**config.mk**
```make
export PLATFORM = sky130hd
export DESIGN_NAME = dram_node_router
export DESIGN_NICKNAME = d
export VERILOG_FILES = /design/src/rtl/drr_pkg.sv /design/src/rtl/drr_regfile.sv /design/src/rtl/drr_window_match.sv /design/src/rtl/drr_pick.sv /design/src/rtl/dram_node_router.sv
export SDC_FILE = /design/constraint.sdc
export NUM_CORES = 1
export LEC_CHECK = 0
export BUFFER_PORTS_ARGS = -buffer_cell sky130_fd_sc_hd__buf_2
export CORE_UTILIZATION = 45
export CTS_CLUSTER_DIAMETER = 200
export CTS_CLUSTER_SIZE = 28
export DETAILED_ROUTE_END_ITERATION = 10
export PLACE_DENSITY = 0.62
export SYNTH_ARGS = -nofsm -noshare
export SYNTH_HDL_FRONTEND = slang
export SYNTH_SLANG_ARGS = --single-unit
export TNS_END_PERCENT = 20
```
**constraint.sdc**
```tcl
create_clock -name clk -period 2.95 [get_ports clk]
set_input_delay 0 -clock clk [delete_from_list [all_inputs] [get_ports clk]]
set_output_delay 0 -clock clk [all_outputs]
set_load 0.05 [all_outputs]
```
**src/rtl/drr_pkg.sv**
```systemverilog
package drr_pkg;
  localparam int ILV_W = 3;

  typedef enum logic [ILV_W-1:0] {
    ILV_OFF   = 3'b000,
    ILV_TWO   = 3'b001,
    ILV_FOUR  = 3'b011,
    ILV_EIGHT = 3'b111
  } ilv_code_e;

  // Decoded compare mask: bit0 -> A12, bit1 -> A13, bit2 -> A14.
  function automatic logic [ILV_W-1:0] ilv_mask(input logic [ILV_W-1:0] code);
    case (code)
      ILV_TWO:   ilv_mask = 3'b001;
      ILV_FOUR:  ilv_mask = 3'b101;
      ILV_EIGHT: ilv_mask = 3'b111;
      default:   ilv_mask = 3'b000;
    endcase
  endfunction

  function automatic logic ilv_reserved(input logic [ILV_W-1:0] code);
    ilv_reserved = !(code == ILV_OFF || code == ILV_TWO ||
                     code == ILV_FOUR || code == ILV_EIGHT);
  endfunction
endpackage

```
**src/rtl/drr_regfile.sv**
```systemverilog
module drr_regfile
  import drr_pkg::*;
#(
  parameter int NUM_WIN = 8,
  parameter int FLD_W   = 16,
  parameter int NODE_W  = 3,
  parameter int CFG_W   = 32,
  localparam int IDX_W  = $clog2(NUM_WIN)
) (
  input  logic                            clk,
  input  logic                            rst_n,
  input  logic                            cfg_we,
  input  logic                            cfg_sel_limit,
  input  logic [IDX_W-1:0]                cfg_idx,
  input  logic [CFG_W-1:0]                cfg_wdata,
  output logic [NUM_WIN-1:0]              win_rd,
  output logic [NUM_WIN-1:0]              win_wr,
  output logic [NUM_WIN-1:0][ILV_W-1:0]   win_mask,
  output logic [NUM_WIN-1:0][ILV_W-1:0]   win_sel,
  output logic [NUM_WIN-1:0][NODE_W-1:0]  win_node,
  output logic [NUM_WIN-1:0][FLD_W-1:0]   win_lo,
  output logic [NUM_WIN-1:0][FLD_W-1:0]   win_hi,
  output logic                            err_flag
);
  localparam int ILV_LSB = 8;
  localparam int FLD_MSB = CFG_W - 1;

  logic [ILV_W-1:0] wr_code;
  logic             base_wr_any;
  logic             err_d;

  assign wr_code     = cfg_wdata[ILV_LSB +: ILV_W];
  assign base_wr_any = cfg_we && !cfg_sel_limit;

  for (genvar g = 0; g < NUM_WIN; g++) begin : g_win
    logic             base_en, lim_en;
    logic             rd_d, wr_d;
    logic [ILV_W-1:0] mask_d, sel_d;
    logic [NODE_W-1:0] node_d;
    logic [FLD_W-1:0] lo_d, hi_d;

    assign base_en = base_wr_any && (cfg_idx == IDX_W'(g));
    assign lim_en  = cfg_we && cfg_sel_limit && (cfg_idx == IDX_W'(g));

    always_comb begin
      rd_d   = win_rd[g];
      wr_d   = win_wr[g];
      mask_d = win_mask[g];
      lo_d   = win_lo[g];
      sel_d  = win_sel[g];
      node_d = win_node[g];
      hi_d   = win_hi[g];
      if (base_en) begin
        rd_d   = cfg_wdata[0];
        wr_d   = cfg_wdata[1];
        mask_d = ilv_mask(wr_code);
        lo_d   = cfg_wdata[FLD_MSB -: FLD_W];
      end
      if (lim_en) begin
        node_d = cfg_wdata[NODE_W-1:0];
        sel_d  = cfg_wdata[ILV_LSB +: ILV_W];
        hi_d   = cfg_wdata[FLD_MSB -: FLD_W];
      end
    end

    always_ff @(posedge clk or negedge rst_n) begin
      if (!rst_n) begin
        win_rd[g]   <= 1'b0;
        win_wr[g]   <= 1'b0;
        win_mask[g] <= '0;
        win_lo[g]   <= '0;
      end else if (base_en) begin
        win_rd[g]   <= rd_d;
        win_wr[g]   <= wr_d;
        win_mask[g] <= mask_d;
        win_lo[g]   <= lo_d;
      end
    end

    always_ff @(posedge clk or negedge rst_n) begin
      if (!rst_n) begin
        win_node[g] <= '0;
        win_sel[g]  <= '0;
        win_hi[g]   <= '0;
      end else if (lim_en) begin
        win_node[g] <= node_d;
        win_sel[g]  <= sel_d;
        win_hi[g]   <= hi_d;
      end
    end
  end

  assign err_d = err_flag || (base_wr_any && ilv_reserved(wr_code));

  always_ff @(posedge clk or negedge rst_n) begin
    if (!rst_n) err_flag <= 1'b0;
    else        err_flag <= err_d;
  end
endmodule

```
**src/rtl/drr_window_match.sv**
```systemverilog
module drr_window_match
  import drr_pkg::*;
#(
  parameter int FLD_W = 16
) (
  input  logic             rd_en,
  input  logic             wr_en,
  input  logic [ILV_W-1:0] mask,
  input  logic [ILV_W-1:0] sel,
  input  logic [FLD_W-1:0] lo,
  input  logic [FLD_W-1:0] hi,
  input  logic             is_write,
  input  logic [FLD_W-1:0] addr_fld,
  input  logic [ILV_W-1:0] addr_ilv,
  output logic             hit,
  output logic             deny
);
  logic in_range;
  logic ilv_ok;
  logic type_ok;
  logic placed;

  assign in_range = (addr_fld >= lo) && (addr_fld <= hi);
  assign ilv_ok   = ((addr_ilv ^ sel) & mask) == '0;
  assign type_ok  = is_write ? wr_en : rd_en;
  assign placed   = in_range && ilv_ok;
  assign hit      = placed && type_ok;
  assign deny     = placed && (rd_en || wr_en) && !type_ok;
endmodule

```
**src/rtl/drr_pick.sv**
```systemverilog
module drr_pick #(
  parameter int NUM_WIN = 8,
  parameter int NODE_W  = 3,
  localparam int IDX_W  = $clog2(NUM_WIN)
) (
  input  logic [NUM_WIN-1:0]             hits,
  input  logic [NUM_WIN-1:0][NODE_W-1:0] nodes,
  output logic                           any,
  output logic [IDX_W-1:0]               idx,
  output logic [NODE_W-1:0]              node
);
  always_comb begin
    any  = 1'b0;
    idx  = '0;
    node = '0;
    for (int i = NUM_WIN - 1; i >= 0; i--) begin
      if (hits[i]) begin
        any  = 1'b1;
        idx  = IDX_W'(i);
        node = nodes[i];
      end
    end
  end
endmodule

```
**src/rtl/dram_node_router.sv**
```systemverilog
module dram_node_router
  import drr_pkg::*;
#(
  parameter int NUM_WIN = 8,
  parameter int ADDR_W  = 40,
  parameter int FLD_W   = 16,
  parameter int NODE_W  = 3,
  parameter int CFG_W   = 32,
  parameter int ILV_LSB = 12,
  localparam int IDX_W  = $clog2(NUM_WIN)
) (
  input  logic              clk,
  input  logic              rst_n,
  input  logic              cfg_we,
  input  logic              cfg_sel_limit,
  input  logic [IDX_W-1:0]  cfg_idx,
  input  logic [CFG_W-1:0]  cfg_wdata,
  input  logic              req_valid,
  input  logic              req_write,
  input  logic [ADDR_W-1:0] req_addr,
  output logic              rsp_valid,
  output logic              rsp_hit,
  output logic [NODE_W-1:0] rsp_node,
  output logic [IDX_W-1:0]  rsp_region,
  output logic              rsp_denied,
  output logic              cfg_err
);
  logic [NUM_WIN-1:0]              win_rd, win_wr;
  logic [NUM_WIN-1:0][ILV_W-1:0]   win_mask, win_sel;
  logic [NUM_WIN-1:0][NODE_W-1:0]  win_node;
  logic [NUM_WIN-1:0][FLD_W-1:0]   win_lo, win_hi;
  logic [NUM_WIN-1:0]              hit_vec, deny_vec;

  logic              pick_any;
  logic [IDX_W-1:0]  pick_idx;
  logic [NODE_W-1:0] pick_node;

  logic              valid_d, hit_d, deny_d, out_en;
  logic [NODE_W-1:0] node_d;
  logic [IDX_W-1:0]  region_d;

  drr_regfile #(
    .NUM_WIN(NUM_WIN), .FLD_W(FLD_W), .NODE_W(NODE_W), .CFG_W(CFG_W)
  ) u_regs (
    .clk(clk), .rst_n(rst_n),
    .cfg_we(cfg_we), .cfg_sel_limit(cfg_sel_limit),
    .cfg_idx(cfg_idx), .cfg_wdata(cfg_wdata),
    .win_rd(win_rd), .win_wr(win_wr), .win_mask(win_mask),
    .win_sel(win_sel), .win_node(win_node),
    .win_lo(win_lo), .win_hi(win_hi), .err_flag(cfg_err)
  );

  for (genvar g = 0; g < NUM_WIN; g++) begin : g_match
    drr_window_match #(.FLD_W(FLD_W)) u_match (
      .rd_en(win_rd[g]), .wr_en(win_wr[g]),
      .mask(win_mask[g]), .sel(win_sel[g]),
      .lo(win_lo[g]), .hi(win_hi[g]),
      .is_write(req_write),
      .addr_fld(req_addr[ADDR_W-1 -: FLD_W]),
      .addr_ilv(req_addr[ILV_LSB +: ILV_W]),
      .hit(hit_vec[g]), .deny(deny_vec[g])
    );
  end

  drr_pick #(.NUM_WIN(NUM_WIN), .NODE_W(NODE_W)) u_pick (
    .hits(hit_vec), .nodes(win_node),
    .any(pick_any), .idx(pick_idx), .node(pick_node)
  );

  always_comb begin
    valid_d  = req_valid;
    hit_d    = req_valid && pick_any;
    deny_d   = req_valid && !pick_any && (|deny_vec);
    node_d   = hit_d ? pick_node : '0;
    region_d = hit_d ? pick_idx  : '0;
    out_en   = req_valid || rsp_valid;
  end

  always_ff @(posedge clk or negedge rst_n) begin
    if (!rst_n) begin
      rsp_valid  <= 1'b0;
      rsp_hit    <= 1'b0;
      rsp_denied <= 1'b0;
      rsp_node   <= '0;
      rsp_region <= '0;
    end else if (out_en) begin
      rsp_valid  <= valid_d;
      rsp_hit    <= hit_d;
      rsp_denied <= deny_d;
      rsp_node   <= node_d;
      rsp_region <= region_d;
    end
  end
endmodule

```
# After elaboration in Yosys (flattened, before gate mapping)
# Cells that the tools add are included.
[totals]
memories = 0
in_bits = 81
reg_bits = 354
latch_bits = 0
romBits = 0
ramBits = 0
wordCells = 236
out_inout_bits = 10
[op_classes]
n_bitwise = 16
shifts = 0
muxes = 35
multipliers = 0
n_reduce_logical = 97
order_cmp = 16
addsub = 0
div = 0
eq_ne = 10
[op_table]
columns = ["operator", "n"]
rows = [
  ["$ge 16x16->1", 8],
  ["$le 16x16->1", 8],
  ["$logic_and 1x1->1", 62],
  ["$mux 3", 18],
  ["$logic_not 3->1", 10],
  ["$and 3x3->3", 8],
  ["$xor 3x3->3", 8],
  ["$mux 1", 16],
  ["$eq 3x3->1 const B", 5],
  ["$logic_or 1x1->1", 13],
  ["$logic_not 1->1", 11],
  ["$eq 3x2->1 const B", 3],
  ["$pmux 3 s3", 1],
  ["$reduce_or 8->1", 1],
  ["$eq 3x1->1 const B", 2],
]

# Longest topological paths before layout
[logic_depth]
depth_word = 16
mapped_depth = 11
depth_no_buf = 11

# Cells and area by module
# A second synthesis with hierarchy kept.
[unflattened]
hier_cells = 1836
area_unflattened_um2 = 20622.3
[modules_own_cells]
columns = ["mod", "area_per_inst_um2", "n_inst", "cells_per_inst"]
rows = [
  ["drr_regfile", 12944.9, 1, 779],
  ["drr_window_match", 875.8, 8, 122],
  ["dram_node_router", 339.1, 1, 24],
  ["drr_pick", 331.6, 1, 57],
]

# Worst setup path before layout
# No wires, ideal clock.
[synth_timing]
path_type = "reg2reg"
from = "reg u_regs.win_hi[117] (netlist name)"
to = "reg rsp_node[0]"
path_slack_ps = 305
arrival_time_ps = 2560
required_ps = 2864
path_buffers = 0
setup_ps = 86
stages_incl_launch_ff = 12
path_cell_list = "dfrtp_1 inv_1 ha_1 a21o_1 a21o_1 a221o_1 a2111oi_4 o2111ai_2 o21ai_2 o21ai_2 or3_1 a32oi_1"
[synth_between]
elab_chain_len = 14
elab_cells_between_ends = 22
cone_classes = "order compare: 1; mux: 17; reduce/logical: 4"
[synth_rtl]
columns = ["item", "line_no", "rtl"]
rows = [
  ["start: declaration", "drr_regfile.sv:22", "output logic [NUM_WIN-1:0][FLD_W-1:0] win_hi,"],
  ["start signal: indexed assignment", "drr_regfile.sv:88", "win_hi[g] <= hi_d;"],
  ["$le 16x16->1 *", "drr_window_match.sv:23", "assign in_range = (addr_fld >= lo) && (addr_fld <= hi);"],
  ["$logic_and 1x1->1 *", "drr_window_match.sv:23", ""],
  ["$logic_and 1x1->1 *", "drr_window_match.sv:26", "assign placed = in_range && ilv_ok;"],
  ["$logic_and 1x1->1 *", "drr_window_match.sv:27", "assign hit = placed && type_ok;"],
  ["$mux 1 (8 in a row)", "drr_pick.sv:17", "if (hits[i]) begin"],
  ["$logic_and 1x1->1", "dram_node_router.sv:72", "hit_d = req_valid && pick_any;"],
  ["$mux 3 *", "dram_node_router.sv:74", "node_d = hit_d ? pick_node : '0;"],
  ["end signal: assignment", "dram_node_router.sv:90", "rsp_node <= node_d;"],
  ["end: declaration", "dram_node_router.sv:23", "output logic [NODE_W-1:0] rsp_node,"],
]
# Mark *: on every way between the ends. The rest lies on a longest branch, timed or not.
# A chain may end at the register's enable or synchronous reset.

# Final worst setup path
# Same ends and word-level chain as after synthesis.

==> key figures <==
Die
  – Core Footprint: 44,300 sq um
  – Initial core utilization: 0.458
  – Cell Rows: 77
  – Io pins: 91
  – DIE AREA: 45,900 sq um
  – Die X: 214 um
  – Die height: 214 um

Finish
  – # diodes: 0
  – Fill count: 4,053
  – Area of the multi-input gates: 10,300 sq um
  – Area grow syn2layout: 11.5%
  – Seq. cell area: 8860 sq um
  – Share of cells above drive strength 1: 0.197
  – Nets: 2,443

Clock network
  – Clk sink count: 354
  – Root buf cell: clkbuf_16
  – CTS Buf Count: 16
  – Worst-skew pair later-pin latency: 0.55 ns
  – CTS tree: yes
  – Clock H-tree levels: 1
  – Longest Clk Path Bufs: 3
  – Worst-path clk slew: 0.11 ns

Logic synthesis
  – Yosys reg bits: 354
  – Cell variety after synth: 70
  – Most common cell in the netlist: dfrtp_1
  – Commonest cells post-synth: 354 x dfrtp_1, 264 x inv_1, 256 x ha_1
  – Synthesized cell area: 20,300 sq um
  – Top FF cell, synth: dfrtp_1
  – Most area-hungry cell type in the Yosys netlist: dfrtp_1
  – Synth Warn #: 0
  – EDFF count, synth: 0
  – Mapped Nets: 2,329
  – Post-synthesis cell count: 1,992
  – Average size of a mapped cell: 10.2 sq um
  – Synth top area cells: dfrtp_1 44%, ha_1 16%, mux2_2 11%
  – Post-synthesis sequential area ratio: 0.437
  – FFs w/ async S/R, synth: 1.00
  – Area share of the largest cell type after synthesis: 0.437

Placement
  – Gpl congestion: 0.857
  – Input/output buffers: 59
  – Pre-CTS WS: -0.157 ns
  – Hpwl dp: 38,300 um

Global route
  – Initial antenna violation count: 0
  – Pin count of the biggest net entering global routing: 87
  – Global-route wire length before repair: 83,600 um
  – GRT Total Usage: 0.233
  – Vias in the first global route: 14,900
  – GRT overflow: 0

Critical path
  – Terminus of the critical flop-to-flop path: rsp_node[0]
  – Startpoint types: flip-flop
  – Critical Path Sink Type: flip-flop
  – Cell mode on critical path: a21o_1
  – Worst Path Arrival: 3.38 ns
  – R2R cell count: 11
  – WP data required: 3.40 ns
  – Worst path slowest cell: a2111oi_4
  – Highest net fanout along the worst path: 3
  – Critical path type: reg2reg
  – Critical Path Start: u_regs.win_hi[117]
  – Worst-path cell chain: inv_2 > ha_4 > a21o_1 > a21o_1 > a221o_1 > a2111oi_4 > o2111ai_4 > a21oi_4 > a221oi_2 > or3_1 > a32oi_1
  – Worst path top cell family by delay: compound AO/OA/AOI/OAI gates
  – Worst r2r src: u_regs.win_hi[117]
  – CP max stage delay: 0.45 ns
  – Buffers and inverters on the worst path: 1
  – Flop-to-flop setup slack: 0.02 ns

STA
  – Setup_tns: 0 ns
  – Final Hold Vio Count: 0
  – Final worst slack: 0.0203 ns
  – Tcrit/Tclk final: 0.993
  – Rel. slew slack: 0.416
  – Fin. max-slew vios: 0
  – F_max: 341 MHz
  – Clock Skew: 0.0304 ns
  – Fin Hold WS: 0.00686 ns
  – Crit path time final: 2.93 ns
  – Final setup fails: 0
  – RSZ-0062 raised after global routing: true
  – Tightest Pin Transition: 0.876 ns

Routing
  – Pre-Repair DR Iteration Count: 7
  – Drt total wl: 52,900 um
  – Drt drc: 0
  – Starting DRT DRC Count: 826
  – Via/cell ratio: 5.52
  – Vias: 14,900
  – Avg WL per Cell: 19.6 um
  – Remaining antenna violation count: 0

Power and ir drop
  – Pwr dens: 613 nW/um^2
  – Lkg Pwr: 10.9 nW
  – Peak supply drop: 0.344 mV

Flow run
  – # Max-Cap Violations: 0

Run status
  – Status: finished clean

Hold path
  – Hold crit path type: in2async
## timing repair
action                                  CTS  global route
pin swaps                                 1             6
endpoints found under the setup margin    6             8
setup buffers                             0             3
hold buffers                             25             0
gates resized for setup                   2            28
hold endpoints to repair                453             0
## area by class of cell
cell class	instances	share of cell area
Multi-Input combinational cell	1298	0.455
Tap cell	592	0.0328
Timing Repair Buffer	172	0.0571
Sequential cell	354	0.392
Clock buffer	17	0.0188
Clock inverter	1	0.000498
Inverter	264	0.0438
## registers in the layout (all words and copies together), names as in the netlist
register and cells:
u_regs.win_rd 8, u_regs.win_wr 8, rsp_valid 1, u_regs.win_mask 24, u_regs.err_flag 1, rsp_denied 1, u_regs.win_lo 128, u_regs.win_hi 128
rsp_region 3, rsp_hit 1, rsp_node 3, u_regs.win_sel 24, u_regs.win_node 24
## through the flow
stage / std cells / power, W / area (sq um) / util
finish: 2698 / 0.0139 / 22600 / 0.510
floorplan: 1992 / 0.00965 / 20300 / -
global placement: 2652 / 0.0110 / 21800 / 0.491
global route: 2698 / 0.0148 / 22600 / 0.510
detailed placement: 2652 / 0.0112 / 21800 / 0.491
CTS: 2695 / 0.0139 / 22500 / 0.507
## layout by cell type, fill, tap and decap left out, types with 8 or more instances in the layout
cell type,synthesis,routed
a211oi_1,16,15
a21boi_0,8,8
a21o_1,22,22
a21oi_1,86,86
buf_2,2,58
buf_4,1,82
clkbuf_16,0,17
dfrtp_1,354,354
dlygate4sd3_1,0,25
ha_1,256,255
inv_1,264,263
mux2_2,207,207
nand2_1,215,214
nand2b_1,12,12
nand3_1,34,32
nand4_1,41,41
nor2_1,42,38
nor2b_1,13,13
nor3_1,17,12
o211ai_1,13,13
o21ai_0,176,174
xor2_1,24,24
## power by group
group / leakage (nW) / internal [W] / total, W / switching (W)
combinational: 6.37 / 0.00212 / 0.00474 / 0.00262
sequential: 4.34 / 0.00596 / 0.00648 / 0.000524
clock: 0.216 / 0.00105 / 0.00265 / 0.00159
total: 10.9 / 0.00913 / 0.0139 / 0.00474
## logic make-up (layout without fill, tap and decap cells)
logic type,count (synthesis),in the layout,synth area share
flops,354,354,0.437
buf+inv,340,454,0.0640
compound gates,395,395,0.119
xor+xnor,24,24,0.0104
mux,214,214,0.118
fa+ha+maj,256,256,0.158
simple gates,409,409,0.0936
## worst max-delay path by stage
stage / endpoint / slack [ns] / cells after the start
after global routing: rsp_node[0] / -0.07 / 11
after CTS: rsp_node[0] / -0.03 / 11
after detailed placement: rsp_node[0] / -0.16 / 13
after global placement: rsp_denied / -0.07 / 12
final: rsp_node[0] / 0.02 / 11
after floorplan: rsp_node[0] / 0.30 / 11
## routing by layer
| metal | vias to the layer above | global-route usage | part of all wire |
|---|---|---|---|
| met1 | 7455 | 0.318 | 0.46 |
| met3 | 72 | 0.0200 | 0.031 |
| li1 | 7130 | - | - |
| met5 | - | 0 | 0 |
| met4 | 0 | 0.0633 | 0.028 |
| met2 | 229 | 0.399 | 0.48 |
## worst reg2reg max path, stage by stage (launching register included)
cell       delay [ns]
dfrtp_1          0.40
inv_2            0.08
ha_4             0.20
a21o_1           0.17
a21o_1           0.17
a221o_1          0.35
a2111oi_4        0.45
o2111ai_4        0.22
a21oi_4          0.25
a221oi_2         0.08
or3_1            0.31
a32oi_1          0.17
No activity file was read; power rests on OpenSTA's default activity.
